===== src/rtl/fpg_pkg.sv =====
package fpg_pkg;
    typedef enum logic [1:0] {
        REF_8K  = 2'd0,
        REF_1M5 = 2'd1,
        REF_2M  = 2'd2,
        REF_8M  = 2'd3
    } ref_kind_e;
endpackage


===== src/rtl/fpg_src_mux.sv =====
module fpg_src_mux
    import fpg_pkg::*;
(
    input  ref_kind_e kind_i,
    input  logic      ref_i,
    input  logic      fp_a_n_i,
    input  logic      fp_b_n_i,
    input  logic      fp_sel_i,
    output logic      src_o,
    output logic      tgt_frame_o
);
    logic fp_pick_n;

    always_comb begin
        fp_pick_n   = fp_sel_i ? fp_b_n_i : fp_a_n_i;
        tgt_frame_o = (kind_i == REF_8M);
        unique case (kind_i)
            REF_8K:  src_o = ref_i;
            REF_8M:  src_o = ~fp_pick_n;
            default: src_o = 1'b0;
        endcase
    end
endmodule


===== src/rtl/fpg_edge_sync.sv =====
module fpg_edge_sync #(
    parameter int STAGES = 2
) (
    input  logic clk,
    input  logic rst_n,
    input  logic src_i,
    output logic edge_o
);
    // chain_q[0..STAGES-1] synchronise, chain_q[STAGES] holds previous value
    logic [STAGES:0] chain_d, chain_q;

    always_comb begin
        chain_d = {chain_q[STAGES-1:0], src_i};
    end

    always_ff @(posedge clk or negedge rst_n) begin
        if (!rst_n) chain_q <= '0;
        else        chain_q <= chain_d;
    end

    assign edge_o = chain_q[STAGES-1] & ~chain_q[STAGES];


    edge_single_chk: assert property (@(posedge clk) disable iff (!rst_n)
        edge_o |=> !edge_o);
endmodule


===== src/rtl/fpg_divider.sv =====
module fpg_divider #(
    parameter int DIV_RATIO  = 8,
    parameter int FRAME_BITS = 1024
) (
    input  logic clk,
    input  logic rst_n,
    input  logic load_i,
    input  logic load_frame_i,
    output logic bit_clk_o,
    output logic frame_n_o
);
    localparam int PW = (DIV_RATIO > 2) ? $clog2(DIV_RATIO) : 1;
    localparam int BW = (FRAME_BITS > 2) ? $clog2(FRAME_BITS) : 1;
    localparam logic [PW-1:0] HALF_P   = PW'(DIV_RATIO / 2);
    localparam logic [PW-1:0] LAST_PH  = PW'(DIV_RATIO - 1);
    localparam logic [BW-1:0] LAST_BIT = BW'(FRAME_BITS - 1);

    typedef struct packed {
        logic [PW-1:0] phase;
        logic [BW-1:0] bitno;
        logic          bclk;
        logic          fn;
    } div_state_t;

    div_state_t s_d, s_q;

    always_comb begin
        s_d = s_q;
        if (load_i) begin
            if (load_frame_i) begin
                s_d.bitno = LAST_BIT;
                s_d.phase = HALF_P;
            end else begin
                s_d.bitno = '0;
                s_d.phase = '0;
            end
        end else if (s_q.phase == LAST_PH) begin
            s_d.phase = '0;
            s_d.bitno = (s_q.bitno == LAST_BIT) ? '0 : s_q.bitno + 1'b1;
        end else begin
            s_d.phase = s_q.phase + 1'b1;
        end
        s_d.bclk = (s_d.phase < HALF_P);
        s_d.fn   = !(((s_d.bitno == '0) && (s_d.phase < HALF_P)) ||
                     ((s_d.bitno == LAST_BIT) && (s_d.phase >= HALF_P)));
    end

    always_ff @(posedge clk or negedge rst_n) begin
        if (!rst_n) begin
            s_q.phase <= LAST_PH;
            s_q.bitno <= '0;
            s_q.bclk  <= 1'b0;
            s_q.fn    <= 1'b1;
        end else begin
            s_q <= s_d;
        end
    end

    assign bit_clk_o = s_q.bclk;
    assign frame_n_o = s_q.fn;


    range_chk: assert property (@(posedge clk) disable iff (!rst_n)
        (s_q.phase <= LAST_PH) && (s_q.bitno <= LAST_BIT));


    step_chk: assert property (@(posedge clk) disable iff (!rst_n)
        !load_i |=> (s_q.phase == (($past(s_q.phase) == LAST_PH) ? '0
                                    : $past(s_q.phase) + 1'b1)));


    fall_phase_chk: assert property (@(posedge clk) disable iff (!rst_n)
        $fell(s_q.bclk) |-> (s_q.phase == HALF_P));


    boundary_chk: assert property (@(posedge clk) disable iff (!rst_n)
        ($rose(s_q.bclk) && !s_q.fn) |-> (s_q.bitno == '0));
endmodule


===== src/rtl/fpg_frame_gen.sv =====
module fpg_frame_gen
    import fpg_pkg::*;
#(
    parameter int DIV_RATIO   = 8,
    parameter int FRAME_BITS  = 1024,
    parameter int SYNC_STAGES = 2
) (
    input  logic       clk,
    input  logic       rst_n,
    input  logic [1:0] ref_kind,
    input  logic       ref_in,
    input  logic       fp_a_n,
    input  logic       fp_b_n,
    input  logic       fp_sel,
    output logic       bit_clk,
    output logic       frame_n
);
    ref_kind_e kind;
    logic      src;
    logic      tgt_frame;
    logic      sync_edge;

    assign kind = ref_kind_e'(ref_kind);

    fpg_src_mux u_mux (
        .kind_i      (kind),
        .ref_i       (ref_in),
        .fp_a_n_i    (fp_a_n),
        .fp_b_n_i    (fp_b_n),
        .fp_sel_i    (fp_sel),
        .src_o       (src),
        .tgt_frame_o (tgt_frame)
    );

    fpg_edge_sync #(.STAGES(SYNC_STAGES)) u_sync (
        .clk    (clk),
        .rst_n  (rst_n),
        .src_i  (src),
        .edge_o (sync_edge)
    );

    fpg_divider #(.DIV_RATIO(DIV_RATIO), .FRAME_BITS(FRAME_BITS)) u_div (
        .clk          (clk),
        .rst_n        (rst_n),
        .load_i       (sync_edge),
        .load_frame_i (tgt_frame),
        .bit_clk_o    (bit_clk),
        .frame_n_o    (frame_n)
    );


    ref_align_chk: assert property (@(posedge clk) disable iff (!rst_n)
        (sync_edge && kind == REF_8K) |=> (bit_clk && !frame_n));


    fp_align_chk: assert property (@(posedge clk) disable iff (!rst_n)
        (sync_edge && kind == REF_8M) |=> (!bit_clk && !frame_n));


    free_run_chk: assert property (@(posedge clk) disable iff (!rst_n)
        (kind == REF_1M5 || kind == REF_2M) |-> !src);
endmodule


===== config.mk =====
export PLATFORM = sky130hd
export DESIGN_NAME = fpg_frame_gen
export DESIGN_NICKNAME = d
export VERILOG_FILES = /design/src/rtl/fpg_pkg.sv /design/src/rtl/fpg_src_mux.sv /design/src/rtl/fpg_edge_sync.sv /design/src/rtl/fpg_divider.sv /design/src/rtl/fpg_frame_gen.sv
export SDC_FILE = /design/constraint.sdc
export NUM_CORES = 1
export LEC_CHECK = 0
export BUFFER_PORTS_ARGS = -buffer_cell sky130_fd_sc_hd__clkbuf_2
export CORE_MARGIN = 1.5
export CORE_UTILIZATION = 40
export CTS_CLUSTER_DIAMETER = 30
export DETAILED_ROUTE_END_ITERATION = 8
export HOLD_SLACK_MARGIN = 0.12
export SYNTH_ARGS = -nofsm -noshare
export SYNTH_HDL_FRONTEND = slang
export SYNTH_SLANG_ARGS = --single-unit

===== constraint.sdc =====
create_clock -name clk -period 2.7 [get_ports clk]
set_input_delay 0 -clock clk [delete_from_list [all_inputs] [get_ports clk]]
set_output_delay 0 -clock clk [all_outputs]
set_load 0.05 [all_outputs]

==> metrics.md <==
| Metric | Value |
|---|---|
| Run status | finished clean |
| Peak fanout along the critical path | 5 |
| Number of ports placed on the die boundary | 10 |
| Post-synth EDFFs | 0 |
| Final standard cell utilization of the core | 0.502 |
| Static leakage | 0.493 nW |
| Global-route wire length before repair | 3790 um |
| GRT overflow | 0 |
| Power per cell area | 865 nW/um2 |
| Warning count from the yosys run | 0 |
| Setup TNS Final | 0 ns |
| Die W | 53.2 um |
| TritonCTS clock tree | built |
| Area of the placeable core | 2300 um2 |
| Worst-margin pin slew | 0.517 ns |
| Leading area contributor after synthesis | sky130_fd_sc_hd__dfrtp_1 |
| Htree depth | 1 |
| Clock tree buffer depth | 2 |
| Number of pins with negative max-slew slack in the final report | 0 |
| Synthesized netlist net count | 117 |
| Clock latency at the later pin of the worst-skew pair | 0.31 ns |
| Worst voltage drop across the vdd grid | 0.479 mV |
| Total CTS buffers | 3 |
| Worst Skew | 0.00867 ns |
| Vias in the first global route | 832 |
| GRT Overall Usage | 0.191 |
| Final min period | 2.46 ns |
| Number of non-filler instances in the completed layout | 148 |
| Number of sinks handled by clock tree synthesis | 18 |
| Final clock period utilization by the worst path | 0.912 |
| Final-stage net count | 134 |
| Worst r2r path cells | 8 |
| Leading cell types by total area after synthesis | sky130_fd_sc_hd__dfrtp_1 (35%), sky130_fd_sc_hd__dfstp_2 (10%), sky130_fd_sc_hd__ha_1 (6.2%) |
| Count of max-cap constraint violations | 0 |
| Final count of negative-setup-slack endpoints | 0 |
| Fraction of synthesis flops using an asynchronous set or reset pin | 1.00 |
| Post-DR vias/cell | 5.68 |
| Proportion of netlist area held by the largest area contributor | 0.348 |
| Worst path required time | 2.94 ns |
| Share of cells above drive strength 1 | 0.192 |
| Minimum setup slack among reg-to-reg paths | 0.24 ns |
| Maximum number of pins on one net before global-route repair | 19 |
| Syn_area_per_cell | 9.67 um2 |
| Worst R2R Start | u_div.s_q[12] |
| Portion of the post-synthesis area used by sequential elements | 0.453 |
| Total number of vias | 840 |
| Highest clock rate | 0.406 GHz |
| WHS | 0.145 ns |
| Per-cell routed wire length | 14.5 um |
| Cell area after synthesis | 1010 um2 |
| Length of the first detailed-routing pass in iterations | 4 |
| Number of DRC violations after detailed routing | 0 |
| Sequential cell area | 455 um2 |
| Antenna violation net count after detailed routing | 0 |
| Element type at the critical path end | register |
| Multi-input gate area | 513 um2 |
| Kind of path behind the tightest hold check | in2async |
| WL final | 2150 um |
| Clock-pin slew on the worst setup and hold paths | 0.11 ns |
| Initial antenna violation count | 0 |
| Cells after synthesis | 104 |
| Placer congestion estimate | 0.892 |
| Arrival time at the worst endpoint | 2.70 ns |
| Setup Fix Bufs, Post-CTS | 0 |
| Floorplan row count | 17 |
| Type of the worst setup path | reg2reg |
| Worst relative slew slack | 0.652 |
| Root buffer cell | sky130_fd_sc_hd__clkbuf_4 |
| Post-cts repair resize count | 0 |
| Antenna Cells | 0 |
| Post-layout total power | 0.000996 W |
| Synth unique cells | 36 |
| Unrepaired setup endpoints after global routing | false |
| Most instantiated flip-flop cell in the synthesis netlist | sky130_fd_sc_hd__dfrtp_1 |
| Area grow syn2layout | 14.6% |
| Category of the worst setup path launch point | register |
| Number of synthesized register bits | 18 |
| Critical R2R Capture | u_div.frame_n_o |
| DIE HEIGHT | 53.2 um |
| Violation count after the first detailed-route iteration | 35 |
| Critical path cell sequence | ha_1 -> ha_1 -> nand3_1 -> nor4_1 -> a21oi_1 -> and2_1 -> nor4_1 -> a31oi_1 |
| Post-CTS Hold Fix Bufs | 4 |
| Die area | 2820 um2 |
| Number of hold-slack violations in the final timing report | 0 |
| Effective utilization at floorplan | 0.438 |
| Post-placement cell count | 140 |
| Buffers added on ports | 9 |
| CP max-delay cell | sky130_fd_sc_hd__dfstp_2 |
| HPWL after detailed placement | 1580 um |
| Number of fillers in the final layout | 222 |
| Largest incremental delay on the critical path | 0.54 ns |
-- Yosys cell counts (3+ instances only) --
cell and count:
sky130_fd_sc_hd__a21oi_1 7, sky130_fd_sc_hd__nand2_1 8, sky130_fd_sc_hd__o21ai_0 3, sky130_fd_sc_hd__nand3_1 8, sky130_fd_sc_hd__inv_1 6, sky130_fd_sc_hd__xor2_1 3, sky130_fd_sc_hd__ha_1 5, sky130_fd_sc_hd__nor2_1 7
sky130_fd_sc_hd__nor3_1 3, sky130_fd_sc_hd__dfrtp_1 14, sky130_fd_sc_hd__dfstp_2 4, sky130_fd_sc_hd__xnor2_1 5
-- routing by layer --
layer / part of all wire / global-route usage / vias to the layer above
met5: 0 / 0 / -
met3: 0.041 / 0.0169 / 4
met4: 0.026 / 0.115 / 0
met1: 0.45 / 0.251 / 404
li1: - / - / 406
met2: 0.48 / 0.302 / 26
-- placed cells by master (no fill, tap or decap), types with 2 or more instances in the layout --
master	count
sky130_fd_sc_hd__nor3_1	3
sky130_fd_sc_hd__clkbuf_4	3
sky130_fd_sc_hd__dfrtp_1	14
sky130_fd_sc_hd__ha_1	5
sky130_fd_sc_hd__inv_1	6
sky130_fd_sc_hd__buf_4	2
sky130_fd_sc_hd__nor4_1	2
sky130_fd_sc_hd__o211ai_1	2
sky130_fd_sc_hd__nor2_1	7
sky130_fd_sc_hd__xnor2_1	5
sky130_fd_sc_hd__a21oi_1	7
sky130_fd_sc_hd__nand2_1	8
sky130_fd_sc_hd__or3_1	2
sky130_fd_sc_hd__clkbuf_2	9
sky130_fd_sc_hd__dfstp_2	4
sky130_fd_sc_hd__o21ai_0	3
sky130_fd_sc_hd__o31ai_1	2
sky130_fd_sc_hd__nand4_1	2
sky130_fd_sc_hd__xor2_1	3
sky130_fd_sc_hd__and2_1	2
sky130_fd_sc_hd__nand3_1	8
sky130_fd_sc_hd__dlygate4sd3_1	4
-- registers in the layout, indices dropped and copies added, names as in the netlist --
signal	cells
u_div.frame_n_o	1
u_div.bit_clk_o	1
u_div.s_q	13
u_sync.chain_q	3
-- where the power goes --
part / internal (W) / switching, W / leakage [nW]
combinational: 0.000160 / 0.000218 / 0.265
clock: 0.0000579 / 0.0000924 / 0.0150
sequential: 0.000377 / 0.0000913 / 0.214
total: 0.000595 / 0.000402 / 0.493
-- kinds of logic (layout without fill, tap and decap cells) --
kind of cell / count (synthesis) / after routing / share of synthesized area
and+or+nand+nor: 43 / 43 / 0.233
AOI/OAI and AO/OA: 20 / 20 / 0.136
DFF: 18 / 18 / 0.453
buffers and inverters: 9 / 25 / 0.0373
xor gates and xnor gates: 8 / 8 / 0.0697
adders and majority gates: 5 / 5 / 0.0622
muxes: 1 / 1 / 0.00995
-- metrics by stage --
stage                     worst slack (ns)  area (um2)
final                                0.238        1150
after CTS                            0.237        1150
after global routing                0.0732        1150
after floorplan                      0.336        1010
after global placement               0.314        1090
after detailed placement             0.249        1090
-- area by class of cell --
class,instances,area share
Tap cell,28,0.0304
Multi-Input combinational cell,77,0.445
Clock buffer,4,0.0228
Timing Repair Buffer,15,0.0869
Sequential cell,18,0.395
Inverter,6,0.0195
-- worst max-delay path, delay by kind of cell, from the launching register on --
kind	cells	cell delay, ns
simple gates	4	1.22
compound gates	2	0.26
fa+ha+maj	2	0.37
flops	1	0.54
-- worst max path at each step --
stage	from	endpoint	slack, ns	depth (start not counted)
floorplan	u_div.s_q[12]	u_div.frame_n_o	0.34	9
global placement	u_div.s_q[12]	u_div.frame_n_o	0.31	8
detailed placement	u_div.s_q[12]	u_div.frame_n_o	0.25	8
CTS	u_div.s_q[12]	u_div.frame_n_o	0.24	8
global route	u_div.s_q[12]	u_div.frame_n_o	0.07	8
finish	u_div.s_q[12]	u_div.frame_n_o	0.24	8
(Power assumes the default switching activity.)
